### src/rtl/tcodec_pkg.sv
package tcodec_pkg;

   // 2-bit trit encoding used on the trit side of the codec
   typedef enum logic [1:0] {
      TC_NEG  = 2'b00,
      TC_ZERO = 2'b01,
      TC_POS  = 2'b10,
      TC_BAD  = 2'b11
   } tcode_e;

   // unpack implementation selector
   localparam int UNPK_DIVCHAIN = 0;
   localparam int UNPK_TABLE    = 1;

endpackage

### src/rtl/tcodec_pack.sv
module tcodec_pack
   import tcodec_pkg::*;
#(
   parameter int TRITS  = 5,
   parameter int BYTE_W = 8
) (
   input  logic [2*TRITS-1:0] grp_i,
   output logic [BYTE_W-1:0]  byte_o,
   output logic               err_o
);

   localparam int GRP_W = 2 * TRITS;

   logic [TRITS-1:0]  bad;
   logic [BYTE_W-1:0] acc;

   // per-trit illegal code detection
   for (genvar i = 0; i < TRITS; i++) begin : g_bad
      assign bad[i] = (grp_i[2*i +: 2] == TC_BAD);
   end

   // multiply-by-3 and add, first trit most significant
   always_comb begin
      acc = '0;
      for (int i = 0; i < TRITS; i++) begin
         acc = acc * BYTE_W'(3) + {{(BYTE_W-2){1'b0}}, grp_i[2*i +: 2]};
      end
   end

   assign err_o  = |bad;
   assign byte_o = err_o ? '0 : acc;

   if (GRP_W < 2) begin : g_chk_w
      $error("tcodec_pack: group width too small");
   end

endmodule

### src/rtl/tcodec_unpack.sv
module tcodec_unpack
   import tcodec_pkg::*;
#(
   parameter int TRITS  = 5,
   parameter int BYTE_W = 8,
   parameter int IMPL   = UNPK_DIVCHAIN
) (
   input  logic [BYTE_W-1:0]  byte_i,
   output logic [2*TRITS-1:0] grp_o,
   output logic               err_o
);

   localparam int GRP_W  = 2 * TRITS;
   localparam int DEPTH  = 3 ** TRITS;
   localparam int MAXV   = DEPTH - 1;
   localparam int IDX_W  = $clog2(DEPTH);
   localparam logic [GRP_W-1:0] ZERO_GRP = {TRITS{TC_ZERO}};

   logic [GRP_W-1:0] raw;

   assign err_o = (byte_i > BYTE_W'(MAXV));

   if (IMPL == UNPK_DIVCHAIN) begin : g_div
      logic [BYTE_W-1:0] q;
      always_comb begin
         q   = byte_i;
         raw = '0;
         for (int k = TRITS - 1; k >= 0; k--) begin
            raw[2*k +: 2] = 2'(q % BYTE_W'(3));
            q             = q / BYTE_W'(3);
         end
      end
   end else begin : g_tab
      function automatic logic [GRP_W-1:0] grp_of(input int v);
         logic [GRP_W-1:0] g;
         int               r;
         g = '0;
         r = v;
         for (int k = TRITS - 1; k >= 0; k--) begin
            g[2*k +: 2] = 2'(r % 3);
            r           = r / 3;
         end
         return g;
      endfunction

      logic [GRP_W-1:0] lut [DEPTH];
      logic [IDX_W-1:0] idx;

      for (genvar e = 0; e < DEPTH; e++) begin : g_ent
         assign lut[e] = grp_of(e);
      end

      assign idx = err_o ? '0 : IDX_W'(byte_i);
      assign raw = lut[idx];
   end

   assign grp_o = err_o ? ZERO_GRP : raw;

   if (IMPL != UNPK_DIVCHAIN && IMPL != UNPK_TABLE) begin : g_chk_impl
      $error("tcodec_unpack: unknown IMPL value");
   end

endmodule

### src/rtl/tcodec_slot.sv
module tcodec_slot #(
   parameter int W = 9
) (
   input  logic         clk,
   input  logic         rst_n,
   input  logic         in_valid,
   output logic         in_ready,
   input  logic [W-1:0] in_data,
   output logic         out_valid,
   input  logic         out_ready,
   output logic [W-1:0] out_data
);

   logic         full_q;
   logic [W-1:0] data_q;

   assign in_ready  = !full_q || out_ready;
   assign out_valid = full_q;
   assign out_data  = data_q;

   always_ff @(posedge clk or negedge rst_n) begin
      if (!rst_n) begin
         full_q <= 1'b0;
         data_q <= '0;
      end else if (in_valid && in_ready) begin
         full_q <= 1'b1;
         data_q <= in_data;
      end else if (out_ready) begin
         full_q <= 1'b0;
      end
   end

endmodule

### src/rtl/tcodec_bridge.sv
module tcodec_bridge
   import tcodec_pkg::*;
#(
   parameter int TRITS       = 5,
   parameter int BYTE_W      = 8,
   parameter int UNPACK_IMPL = UNPK_DIVCHAIN
) (
   input  logic                 clk,
   input  logic                 rst_n,
   input  logic                 tg_in_valid,
   output logic                 tg_in_ready,
   input  logic [2*TRITS-1:0]   tg_in,
   output logic                 byte_out_valid,
   input  logic                 byte_out_ready,
   output logic [BYTE_W-1:0]    byte_out,
   output logic                 byte_out_err,
   input  logic                 byte_in_valid,
   output logic                 byte_in_ready,
   input  logic [BYTE_W-1:0]    byte_in,
   output logic                 tg_out_valid,
   input  logic                 tg_out_ready,
   output logic [2*TRITS-1:0]   tg_out,
   output logic                 tg_out_err
);

   localparam int GRP_W  = 2 * TRITS;
   localparam int PK_W   = BYTE_W + 1;
   localparam int UP_W   = GRP_W + 1;

   // elaboration-time parameter checks
   if (TRITS < 1) begin : g_chk_trits
      $error("tcodec_bridge: TRITS must be at least 1");
   end
   if (BYTE_W < 3) begin : g_chk_bw
      $error("tcodec_bridge: BYTE_W must be at least 3");
   end
   if ((3 ** TRITS) > (2 ** BYTE_W)) begin : g_chk_fit
      $error("tcodec_bridge: group does not fit in BYTE_W bits");
   end

   // pack channel
   logic [BYTE_W-1:0] pk_byte;
   logic              pk_err;
   logic [PK_W-1:0]   pk_res;

   tcodec_pack #(.TRITS(TRITS), .BYTE_W(BYTE_W)) u_pack (
      .grp_i  (tg_in),
      .byte_o (pk_byte),
      .err_o  (pk_err)
   );

   tcodec_slot #(.W(PK_W)) u_pk_slot (
      .clk       (clk),
      .rst_n     (rst_n),
      .in_valid  (tg_in_valid),
      .in_ready  (tg_in_ready),
      .in_data   ({pk_err, pk_byte}),
      .out_valid (byte_out_valid),
      .out_ready (byte_out_ready),
      .out_data  (pk_res)
   );

   assign byte_out     = pk_res[BYTE_W-1:0];
   assign byte_out_err = pk_res[BYTE_W];

   // unpack channel
   logic [GRP_W-1:0] up_grp;
   logic             up_err;
   logic [UP_W-1:0]  up_res;

   tcodec_unpack #(.TRITS(TRITS), .BYTE_W(BYTE_W), .IMPL(UNPACK_IMPL)) u_unpack (
      .byte_i (byte_in),
      .grp_o  (up_grp),
      .err_o  (up_err)
   );

   tcodec_slot #(.W(UP_W)) u_up_slot (
      .clk       (clk),
      .rst_n     (rst_n),
      .in_valid  (byte_in_valid),
      .in_ready  (byte_in_ready),
      .in_data   ({up_err, up_grp}),
      .out_valid (tg_out_valid),
      .out_ready (tg_out_ready),
      .out_data  (up_res)
   );

   assign tg_out     = up_res[GRP_W-1:0];
   assign tg_out_err = up_res[GRP_W];

endmodule

### config.mk
export PLATFORM = sky130hd
export DESIGN_NAME = tcodec_bridge
export DESIGN_NICKNAME = d
export VERILOG_FILES = /design/src/rtl/tcodec_pkg.sv /design/src/rtl/tcodec_pack.sv /design/src/rtl/tcodec_unpack.sv /design/src/rtl/tcodec_slot.sv /design/src/rtl/tcodec_bridge.sv
export SDC_FILE = /design/constraint.sdc
export NUM_CORES = 1
export LEC_CHECK = 0
export ABC_AREA = 0
export BUFFER_PORTS_ARGS = -buffer_cell sky130_fd_sc_hd__buf_4
export CAP_MARGIN = 0
export CORE_MARGIN = 3
export CORE_UTILIZATION = 67
export CTS_CLUSTER_DIAMETER = 200
export DETAILED_ROUTE_END_ITERATION = 12
export PLACE_DENSITY = 0.85
export SLEW_MARGIN = 20
export SYNTH_ARGS = -nofsm -noshare
export SYNTH_HDL_FRONTEND = slang
export SYNTH_SLANG_ARGS = --single-unit
### constraint.sdc
create_clock -name clk -period 4.4 [get_ports clk]
set_input_delay 0.66 -clock clk [delete_from_list [all_inputs] [get_ports clk]]
set_output_delay 0.66 -clock clk [all_outputs]
set_load 0.1 [all_outputs]
==> metrics.txt, run 1 <==
run status=stopped before the end; last stage reached=3_5_place_dp; first logged error message=[ERROR DPL-0038] Utilization greater than 100%, impossible to legalize; width of the chip=90.96 um; number of instances in the synthesized netlist=594; mean post-synth cell area=8.141 um2; starting utilization of the core area=70.02%; Vert. Die Dim=90.96 um; cell area after synthesis=4836 um2; fraction of the yosys area taken by sequential cells=11.38%; Unique masters post-synth=97; number of register bits inferred by synthesis=22; Post-synth EDFFs=0; # rows=30; number of warning messages in the yosys log=0; Post-synth ARST share=100.0%; count of port buffers added during placement=47; synthesized netlist net count=685; placer's final routability congestion estimate=0.9581; most used flip-flop cell after synthesis=sky130_fd_sc_hd__dfrtp_1; top-level port count=48
[cells in the mapped netlist (5+ instances only)]
cell type                  count  area share [%]
sky130_fd_sc_hd__dfrtp_1      22              11
sky130_fd_sc_hd__o21ai_0      23             2.4
sky130_fd_sc_hd__xor2_1        9             1.6
sky130_fd_sc_hd__a211oi_1      6            0.93
sky130_fd_sc_hd__clkbuf_1     10            0.78
sky130_fd_sc_hd__nand2b_1     19             2.5
sky130_fd_sc_hd__o22ai_1       7            0.91
sky130_fd_sc_hd__nor2b_1       6            0.78
sky130_fd_sc_hd__o31a_1        5            0.91
sky130_fd_sc_hd__and3b_1       5            0.91
sky130_fd_sc_hd__o211ai_1     11             1.7
sky130_fd_sc_hd__a22oi_1       6            0.93
sky130_fd_sc_hd__buf_4         6            0.93
sky130_fd_sc_hd__buf_2         6            0.62
sky130_fd_sc_hd__inv_1        37             2.9
sky130_fd_sc_hd__nor2_1       44             3.4
sky130_fd_sc_hd__a21o_1       17             2.6
sky130_fd_sc_hd__nand2_1      46             3.6
sky130_fd_sc_hd__a22o_1        9             1.6
sky130_fd_sc_hd__and2_1        8             1.0
sky130_fd_sc_hd__mux2i_1       9             1.9
sky130_fd_sc_hd__xnor2_1      24             4.3
sky130_fd_sc_hd__nor3_1        8            0.83
sky130_fd_sc_hd__ha_1         60              16
sky130_fd_sc_hd__o21bai_1      5            0.78
sky130_fd_sc_hd__nand3_1      18             1.9
sky130_fd_sc_hd__a21oi_1      30             3.1
sky130_fd_sc_hd__nor3b_1       6            0.93
sky130_fd_sc_hd__fa_1          7             2.9
sky130_fd_sc_hd__buf_6         8             1.9
sky130_fd_sc_hd__a31oi_1       5            0.65
[cells by family after synthesis]
kind of cell,after synthesis,synth area share (%)
AND/OR/NAND/NOR,197,22.56
AO/OA/AOI/OAI,190,30.51
buffers and inverters,70,7.348
adder cells (fa/ha/maj),67,18.42
XOR/XNOR,36,6.986
flip-flops,22,11.38
multiplexers,12,2.794
[stage by stage]
| stage | instance area (um2) | setup WS (ps) | setup TNS [ps] | hold WS (ps) | cells |
|---|---|---|---|---|---|
| floorplan | 5224 | -5990 | -34530 | 364.4 | 594 |
| global placement | 7027 | -4910 | -30210 | 480.7 | 917 |
==> run 2, diff against run 1 <==
--- a/config.mk
+++ b/config.mk
@@ -9,10 +9,9 @@
 export BUFFER_PORTS_ARGS = -buffer_cell sky130_fd_sc_hd__buf_4
 export CAP_MARGIN = 0
 export CORE_MARGIN = 3
-export CORE_UTILIZATION = 67
-export CTS_CLUSTER_DIAMETER = 200
+export CORE_UTILIZATION = 40
 export DETAILED_ROUTE_END_ITERATION = 12
-export PLACE_DENSITY = 0.85
+export PLACE_DENSITY_LB_ADDON = 0.15
 export SLEW_MARGIN = 20
 export SYNTH_ARGS = -nofsm -noshare
 export SYNTH_HDL_FRONTEND = slang
==> run 2 against run 1 <==
  * The flow now finishes, with violations (setup timing)
  * Area after synthesis did not move
  * Synthesized cell count is the same
==> metrics.txt, run 2 <==
run status=complete, but fails checks; failing checks=setup timing; sequential fraction of design power=4.1%; worst clock skew on the final layout=3.504 ps; VDD IR-drop max=2.122 mV; total vias in the final route=5615; Num CTS Buffers=3; path type of the worst min-delay path=in -> async; final sum of negative setup slack=-27830 ps; post-layout util=69.09%; Post-synth EDFFs=0 (unchanged); max reg flops=11; deepest clock path buffer count=2; fraction of the yosys area taken by sequential cells=11.38% (unchanged); # rows=39 (+30%); number of hold buffers added after cts=0; CP max-delay cell=sky130_fd_sc_hd__mux4_2; Clock Root Buffer=sky130_fd_sc_hd__clkbuf_16; PnR Total Power=7730 uW; synthesized netlist net count=685 (unchanged); total core area=11610 um2; Unique masters post-synth=97 (unchanged); Vert. Die Dim=116.0 um (+27%); relative contribution of the clock network to total power=2.6%; Iter 0 DRT Violations=282; clock slew seen by the registers of the worst setup and hold paths=60 ps; number of antenna violations at the first check in global routing=0; pin count of the biggest net entering global routing=23; Tmin final=9260 ps; cells taking the most area after synthesis=sky130_fd_sc_hd__ha_1, sky130_fd_sc_hd__dfrtp_1, sky130_fd_sc_hd__xnor2_1, sky130_fd_sc_hd__nand2_1, sky130_fd_sc_hd__nor2_1; worst slew pin tran=701.8 ps; start-to-end type of the worst setup path=in -> reg; RSZ-0062 raised after global routing=yes; Critical Path AT=9400 ps; width of the chip=116.0 um (+27%); net switching power=3464 uW; Synth area leader=sky130_fd_sc_hd__ha_1; CP peak stage delay=470 ps; cell area after synthesis=4836 um2 (unchanged); number of register bits inferred by synthesis=22 (unchanged); most used cells in the layout excluding fill and tap cells=sky130_fd_sc_hd__buf_4, sky130_fd_sc_hd__nand2_1, sky130_fd_sc_hd__nor2_1, sky130_fd_sc_hd__ha_1, sky130_fd_sc_hd__inv_1; TritonCTS clock tree=done; Max transition margin=53.21%; largest fanout of any net on the critical path=6; Routed wire per std cell=15.70 um; starting utilization of the core area=41.64% (-28 points); number of warning messages in the yosys log=0 (unchanged); remaining number of nets flagged by the antenna check after routing=0; Die Area=13450 um2; final global-route overflow total=0; Power Dens Cells=963.4 nW/um2; Logic pwr share=93.4%; Sw Ratio=44.81%; count of cells along the worst register-to-register path=7; net count reported at finish=972; Tot GR Track Use=23.27%; detailed-placement wirelength estimate=12.18 mm; Maximum Capacitance Violations=0; WL final=16.05 mm; Max Clk Rate=0.1080 GHz; final worst path period share=210.4%; Hold Slack=295.1 ps; static leakage=0.003781 uW; most frequent cells after synthesis=sky130_fd_sc_hd__ha_1, sky130_fd_sc_hd__nand2_1, sky130_fd_sc_hd__nor2_1; DRC viols=0; layout overhead on the synthesized area=65.93%; count of final max-slew check failures=0; most used flip-flop cell after synthesis=sky130_fd_sc_hd__dfrtp_1; number of instances in the synthesized netlist=594 (unchanged); CTS HTree Levels=1; worst setup slack before clock tree synthesis=-5266 ps; Post-synth ARST share=100.0% (unchanged); setup-violating endpoint count in the final report=13; antenna diode count=0; Setup WS post-layout=-4860 ps; CP endpoint kind=flip-flop; placer's final routability congestion estimate=0.9196 (-4.0%); internal cell power=4267 uW; mean post-synth cell area=8.141 um2 (unchanged); wire length of the first global-routing pass=26.17 mm; area share of the largest cell type after synthesis=15.52% (unchanged); startpoint type of the worst setup path=primary input; first-pass detailed-route iteration total=6; clock sink count=22; layout cell share with drive strength beyond 1=51.65%; via density per instance=5.494; count of port buffers added during placement=47 (unchanged); leading cell type in the layout, fill and taps excluded=sky130_fd_sc_hd__buf_4; via count of the first global-routing pass=5661; top-level port count=48 (unchanged); count leader, synth=sky130_fd_sc_hd__ha_1; CP Data Required Time=4540 ps; number of failing hold endpoints at the final stage=0; Clk Latency, worst-skew pair=260 ps
==> run 2: layout make-up <==
class / instances / area (um2)
clock buffers: 3 / 75.07
fillers: 900 / 3590
inverters: 40 / 155.1
multi-input cells: 502 / 4633
flip-flops and latches: 22 / 550.5
well taps: 143 / 178.9
repair buffers: 312 / 2431
==> run 2: layer usage <==
metal | GRT usage, % | up-vias | wire length, um
li1 | - | 2782 | -
met1 | 29.99 | 2688 | 7056
met2 | 41.70 | 114 | 8122
met3 | 2.924 | 31 | 546
met4 | 4.795 | 0 | 319
met5 | 0 | - | 0
==> run 2: path summary, 6_finish.rpt <==
kind	startpoint	slack, ps	end
min in group clk	u_pk_slot.out_data[0]$_DFFE_PN0P_	510	u_pk_slot.out_data[0]$_DFFE_PN0P_
hold reg to reg	u_pk_slot.out_data[0]$_DFFE_PN0P_	510	u_pk_slot.out_data[0]$_DFFE_PN0P_
hold / removal	rst_n	300	u_up_slot.out_data[7]$_DFFE_PN0P_
setup / recovery	byte_in[7]	-4860	u_up_slot.out_data[0]$_DFFE_PN0P_
max in group asynchronous	rst_n	3870	u_pk_slot.out_data[7]$_DFFE_PN0P_
setup reg to reg	u_up_slot.out_valid$_DFFE_PN0P_	2410	u_up_slot.out_data[1]$_DFFE_PN0P_
==> run 2: cell families after synthesis <==
logic type | Yosys count | share of synthesized area, %
and+or+nand+nor | 197 | 22.56
AOI/OAI and AO/OA | 190 | 30.51
buffers and inverters | 70 | 7.348
adders and majority gates | 67 | 18.42
xor gates and xnor gates | 36 | 6.986
DFF | 22 | 11.38
muxes | 12 | 2.794
==> run 2: worst max-delay path: cells and delay by family <==
family | cells | cell delay [ps]
buffers and inverters | 5 | 460
AND/OR/NAND/NOR | 22 | 3320
XOR/XNOR | 3 | 520
multiplexers | 2 | 600
AO/OA/AOI/OAI | 12 | 2160
adder cells (fa/ha/maj) | 8 | 1670
==> run 2: power groups by stage <==
stage	Combinational, uW	Sequential [uW]	Clock [uW]
after floorplan	3670	735	0
after global placement	5910	314	0
after detailed placement	6030	317	0
after CTS	6630	314	199
after global routing	7820	319	210
final	7220	314	198
==> run 2: timing repair <==
| item | CTS | global route |
|---|---|---|
| pin swaps | 55 | 52 |
| endpoints found under the setup margin | 13 | 14 |
| buffers inserted | 31 | 15 |
| endpoints found under the hold margin | 0 | 0 |
| resized for setup | 44 | 44 |
==> run 2: per-stage QoR <==
stage	std cells	cell area (um2)
2_1_floorplan	594	5224
3_3_place_gp	977	7201
3_5_place_dp	977	7201
4_1_cts	1010	7735
5_1_grt	1022	8024
6_report	1022	8024
Power figures use the tool's default switching activity.
==> run 3, diff against run 2 <==
--- a/config.mk
+++ b/config.mk
@@ -5,7 +5,7 @@
 export SDC_FILE = /design/constraint.sdc
 export NUM_CORES = 1
 export LEC_CHECK = 0
-export ABC_AREA = 0
+export ABC_AREA = 1
 export BUFFER_PORTS_ARGS = -buffer_cell sky130_fd_sc_hd__buf_4
 export CAP_MARGIN = 0
 export CORE_MARGIN = 3
==> run 3 against run 2 <==
  * The run still ends with setup timing left
  * Global-route usage down 3.2 points
  * Cell count down 16%
  * Register-to-register slack better by 280 ps
  * First-iteration DRC count down 68%
  * Via count down 26%
  * Wire length down 32%
  * Utilization up 3.4 points
  * Worst hold slack worse by 20 ps
  * Area after synthesis down 23%
==> metrics.txt, run 3 <==
count leader, synth=sky130_fd_sc_hd__nand2_1; setup-violating endpoint count in the final report=11 (-2); layout cell share with drive strength beyond 1=55.42% (+3.8 points); Clk Latency, worst-skew pair=260 ps (about the same); destination of the critical timing path=u_up_slot.out_data[0]$_DFFE_PN0P_; number of register bits inferred by synthesis=22 (unchanged); DRC viols=0 (unchanged); Max Clk Rate=0.1303 GHz (+21%); TritonCTS clock tree=done; Vert. Die Dim=102.5 um (-12%); arithmetic-cell share of the synthesized area counting full adders, half adders and majority gates=23.93% (+5.5 points); most used flip-flop cell after synthesis=sky130_fd_sc_hd__dfrtp_1; first-pass detailed-route iteration total=4 (-2); basic-gate share of the synthesized area counting and, or, nand and nor cells=35.23% (+13 points); Iter 0 DRT Violations=91 (-68%); slack of the worst reg-to-reg path=2690 ps (+280 ps); Finished Cell Area=6442 um2 (-20%); main combinational cell family by area after synthesis=simple AND/OR/NAND/NOR gates; clock sink count=22 (unchanged); worst clock skew on the final layout=3.334 ps (-0.1702 ps); # rows=34 (-13%); GR Layer Usage met3=1.570% (-1.4 points); Compound-Gate Fraction of Synth Area=10.92% (-20 points); placer's final routability congestion estimate=0.8641 (-6.0%); number of failing hold endpoints at the final stage=0 (unchanged); CP peak stage delay=210 ps (-260 ps); Critical Path AT=7830 ps (-1570 ps); mux contribution to synthesized area=0.6050% (-2.2 points); total vias in the final route=4170 (-26%); RSZ-0062 raised after global routing=yes; CP max-delay cell=sky130_fd_sc_hd__a21boi_4; leading cell type in the layout, fill and taps excluded=sky130_fd_sc_hd__buf_4; Post-synth ARST share=100.0% (unchanged); Setup WS post-layout=-3273 ps (+1586 ps); number of warning messages in the yosys log=0 (unchanged); cell area after synthesis=3722 um2 (-23%); CTS HTree Levels=1 (unchanged); remaining number of nets flagged by the antenna check after routing=0 (unchanged); worst slew pin tran=328.9 ps (-372.9 ps); CP Data Required Time=4560 ps (+20 ps); area of placed instances=5609 um2 (-22%); clock slew seen by the registers of the worst setup and hold paths=80 ps (+20 ps); Unique masters post-synth=38 (-61%); total core area=8891 um2 (-23%); deepest clock path buffer count=2 (unchanged); CP endpoint kind=flip-flop; Max transition margin=78.02% (+25 points); pin count of the biggest net entering global routing=23 (unchanged); net count reported at finish=840 (-14%); endpoint of the worst register-to-register path=u_up_slot.out_data[6]$_DFFE_PN0P_; run status=complete, but fails checks; start-to-end type of the worst setup path=in -> reg; fraction of the yosys area taken by sequential cells=14.79% (+3.4 points); wire length of the first global-routing pass=17.48 mm (-33%); post-synthesis share of cell area spent on xor and xnor gates=5.647% (-1.3 points); Tmin final=7673 ps (-1586 ps); cells taking the most area after synthesis=sky130_fd_sc_hd__ha_1, sky130_fd_sc_hd__dfrtp_1, sky130_fd_sc_hd__nand2_1, sky130_fd_sc_hd__inv_1, sky130_fd_sc_hd__nand3_1; WL final=10.90 mm (-32%); Post-synth EDFFs=0 (unchanged); count of port buffers added during placement=47 (unchanged); most frequent cells after synthesis=sky130_fd_sc_hd__nand2_1, sky130_fd_sc_hd__inv_1, sky130_fd_sc_hd__ha_1; Synth area leader=sky130_fd_sc_hd__ha_1; post-layout util=72.46% (+3.4 points); area share of the largest cell type after synthesis=20.17% (+4.6 points); mean post-synth cell area=7.063 um2 (-13%); most used cells in the layout excluding fill and tap cells=sky130_fd_sc_hd__buf_4, sky130_fd_sc_hd__nand2_1, sky130_fd_sc_hd__inv_1, sky130_fd_sc_hd__nor2_1, sky130_fd_sc_hd__nand3_1; layout overhead on the synthesized area=73.08%; most crowded layer after global routing=met2; antenna diode count=0 (unchanged); final global-route overflow total=0 (unchanged); count of cells along the worst register-to-register path=8 (+1); Num CTS Buffers=3 (unchanged); Die Area=10500 um2 (-22%); Clock Root Buffer=sky130_fd_sc_hd__clkbuf_8; met1 layer usage reported by global route=23.65% (-6.3 points); detailed-placement wirelength estimate=8.249 mm (-32%); global-route met2 utilization=39.52% (-2.2 points); startpoint of the most critical register-to-register path=u_up_slot.out_valid$_DFFE_PN0P_; Hold Slack=274.8 ps (-20.28 ps); via density per instance=4.877 (-11%); via count of the first global-routing pass=4126 (-27%); final worst path period share=174.4% (-36 points); launching element of the worst setup path=byte_in[7]; count of final max-slew check failures=0 (unchanged); number of hold buffers added after cts=0 (unchanged); largest fanout of any net on the critical path=5 (-1); Maximum Capacitance Violations=0 (unchanged); max reg flops=11 (unchanged); width of the chip=102.5 um (-12%); failing checks=setup timing; starting utilization of the core area=41.87% (+0.23 points); Routed wire per std cell=12.75 um (-19%); synthesized netlist net count=618 (-9.8%); startpoint type of the worst setup path=primary input; path type of the worst min-delay path=in -> async; top-level port count=48 (unchanged); Tot GR Track Use=20.08% (-3.2 points); number of instances in the synthesized netlist=527 (-11%); number of antenna violations at the first check in global routing=0 (unchanged)
==> run 3: changes by cell type after synthesis, sizes merged, moves of 10 or more <==
cell | before | now
nand2 | 47 | 135
inv | 40 | 87
nand3 | 18 | 54
xnor2 | 26 | 5
buf | 20 | 0
nand2b | 19 | 0
a21o | 17 | 1
nor3 | 12 | 0
o211ai | 12 | 1
a21oi | 33 | 23
==> run 3: cell type report <==
type | count | area, um2
Multi-Input combinational cell | 417 | 3655
Tap cell | 108 | 135.1
Timing Repair Buffer | 218 | 1709
Sequential cell | 22 | 550.5
Fill cell | 678 | 2449
Inverter | 87 | 351.6
Clock buffer | 3 | 41.29
==> run 3: worst min-delay path by stage <==
stage                                            startpoint                                 to  slack [ps]  depth (start not counted)
after floorplan                                       rst_n  u_pk_slot.out_data[0]$_DFFE_PN0P_         360                          0
after global placement    u_up_slot.out_data[1]$_DFFE_PN0P_  u_up_slot.out_data[1]$_DFFE_PN0P_         470                          2
after detailed placement  u_up_slot.out_data[1]$_DFFE_PN0P_  u_up_slot.out_data[1]$_DFFE_PN0P_         480                          2
after CTS                                             rst_n  u_pk_slot.out_data[1]$_DFFE_PN0P_         280                          1
after global routing                                  rst_n    u_pk_slot.out_valid$_DFFE_PN0P_         280                          1
final                                                 rst_n  u_pk_slot.out_data[1]$_DFFE_PN0P_         270                          1
==> run 3: repair_timing <==
action | 4_1_cts | 5_1_grt
setup endpoints to repair | 13 | 13
pin swaps | 63 | 47
hold endpoints to repair | 0 | 0
buffers inserted | 32 | 9
gates cloned | 0 | 0
resized for setup | 56 | 59
==> run 3: critical path, delay by kind of cell <==
kind | cells | cell delay, ps
and+or+nand+nor | 37 | 3420
AOI/OAI and AO/OA | 8 | 890
adders and majority gates | 7 | 1140
xor gates and xnor gates | 4 | 620
buffers and inverters | 16 | 1050
==> run 3: metrics by stage <==
step           setup slack [ps]  std cells  TNS (ps)
2_1_floorplan             -3480        527    -18330
3_3_place_gp              -3473        813    -21640
3_5_place_dp              -3796        813    -24100
4_1_cts                   -3144        847    -17610
5_1_grt                   -3826        855    -22450
6_report                  -3273        855    -18750
==> run 3: layer usage <==
layer	share of wire [%]	wire [um]
met1	41	4507
met2	55	6048
met3	2.5	268
met4	0.72	78
met5	0	0
==> run 3: logic make-up after synthesis <==
group / Yosys count
adder cells (fa/ha/maj): 67
AO/OA/AOI/OAI: 68
flip-flops: 22
multiplexers: 1
buffers and inverters: 88
XOR/XNOR: 24
AND/OR/NAND/NOR: 257
Power of run 3 is not shown: default switching activity piles up to over one toggle a cycle in this logic, so the estimate is an artifact.
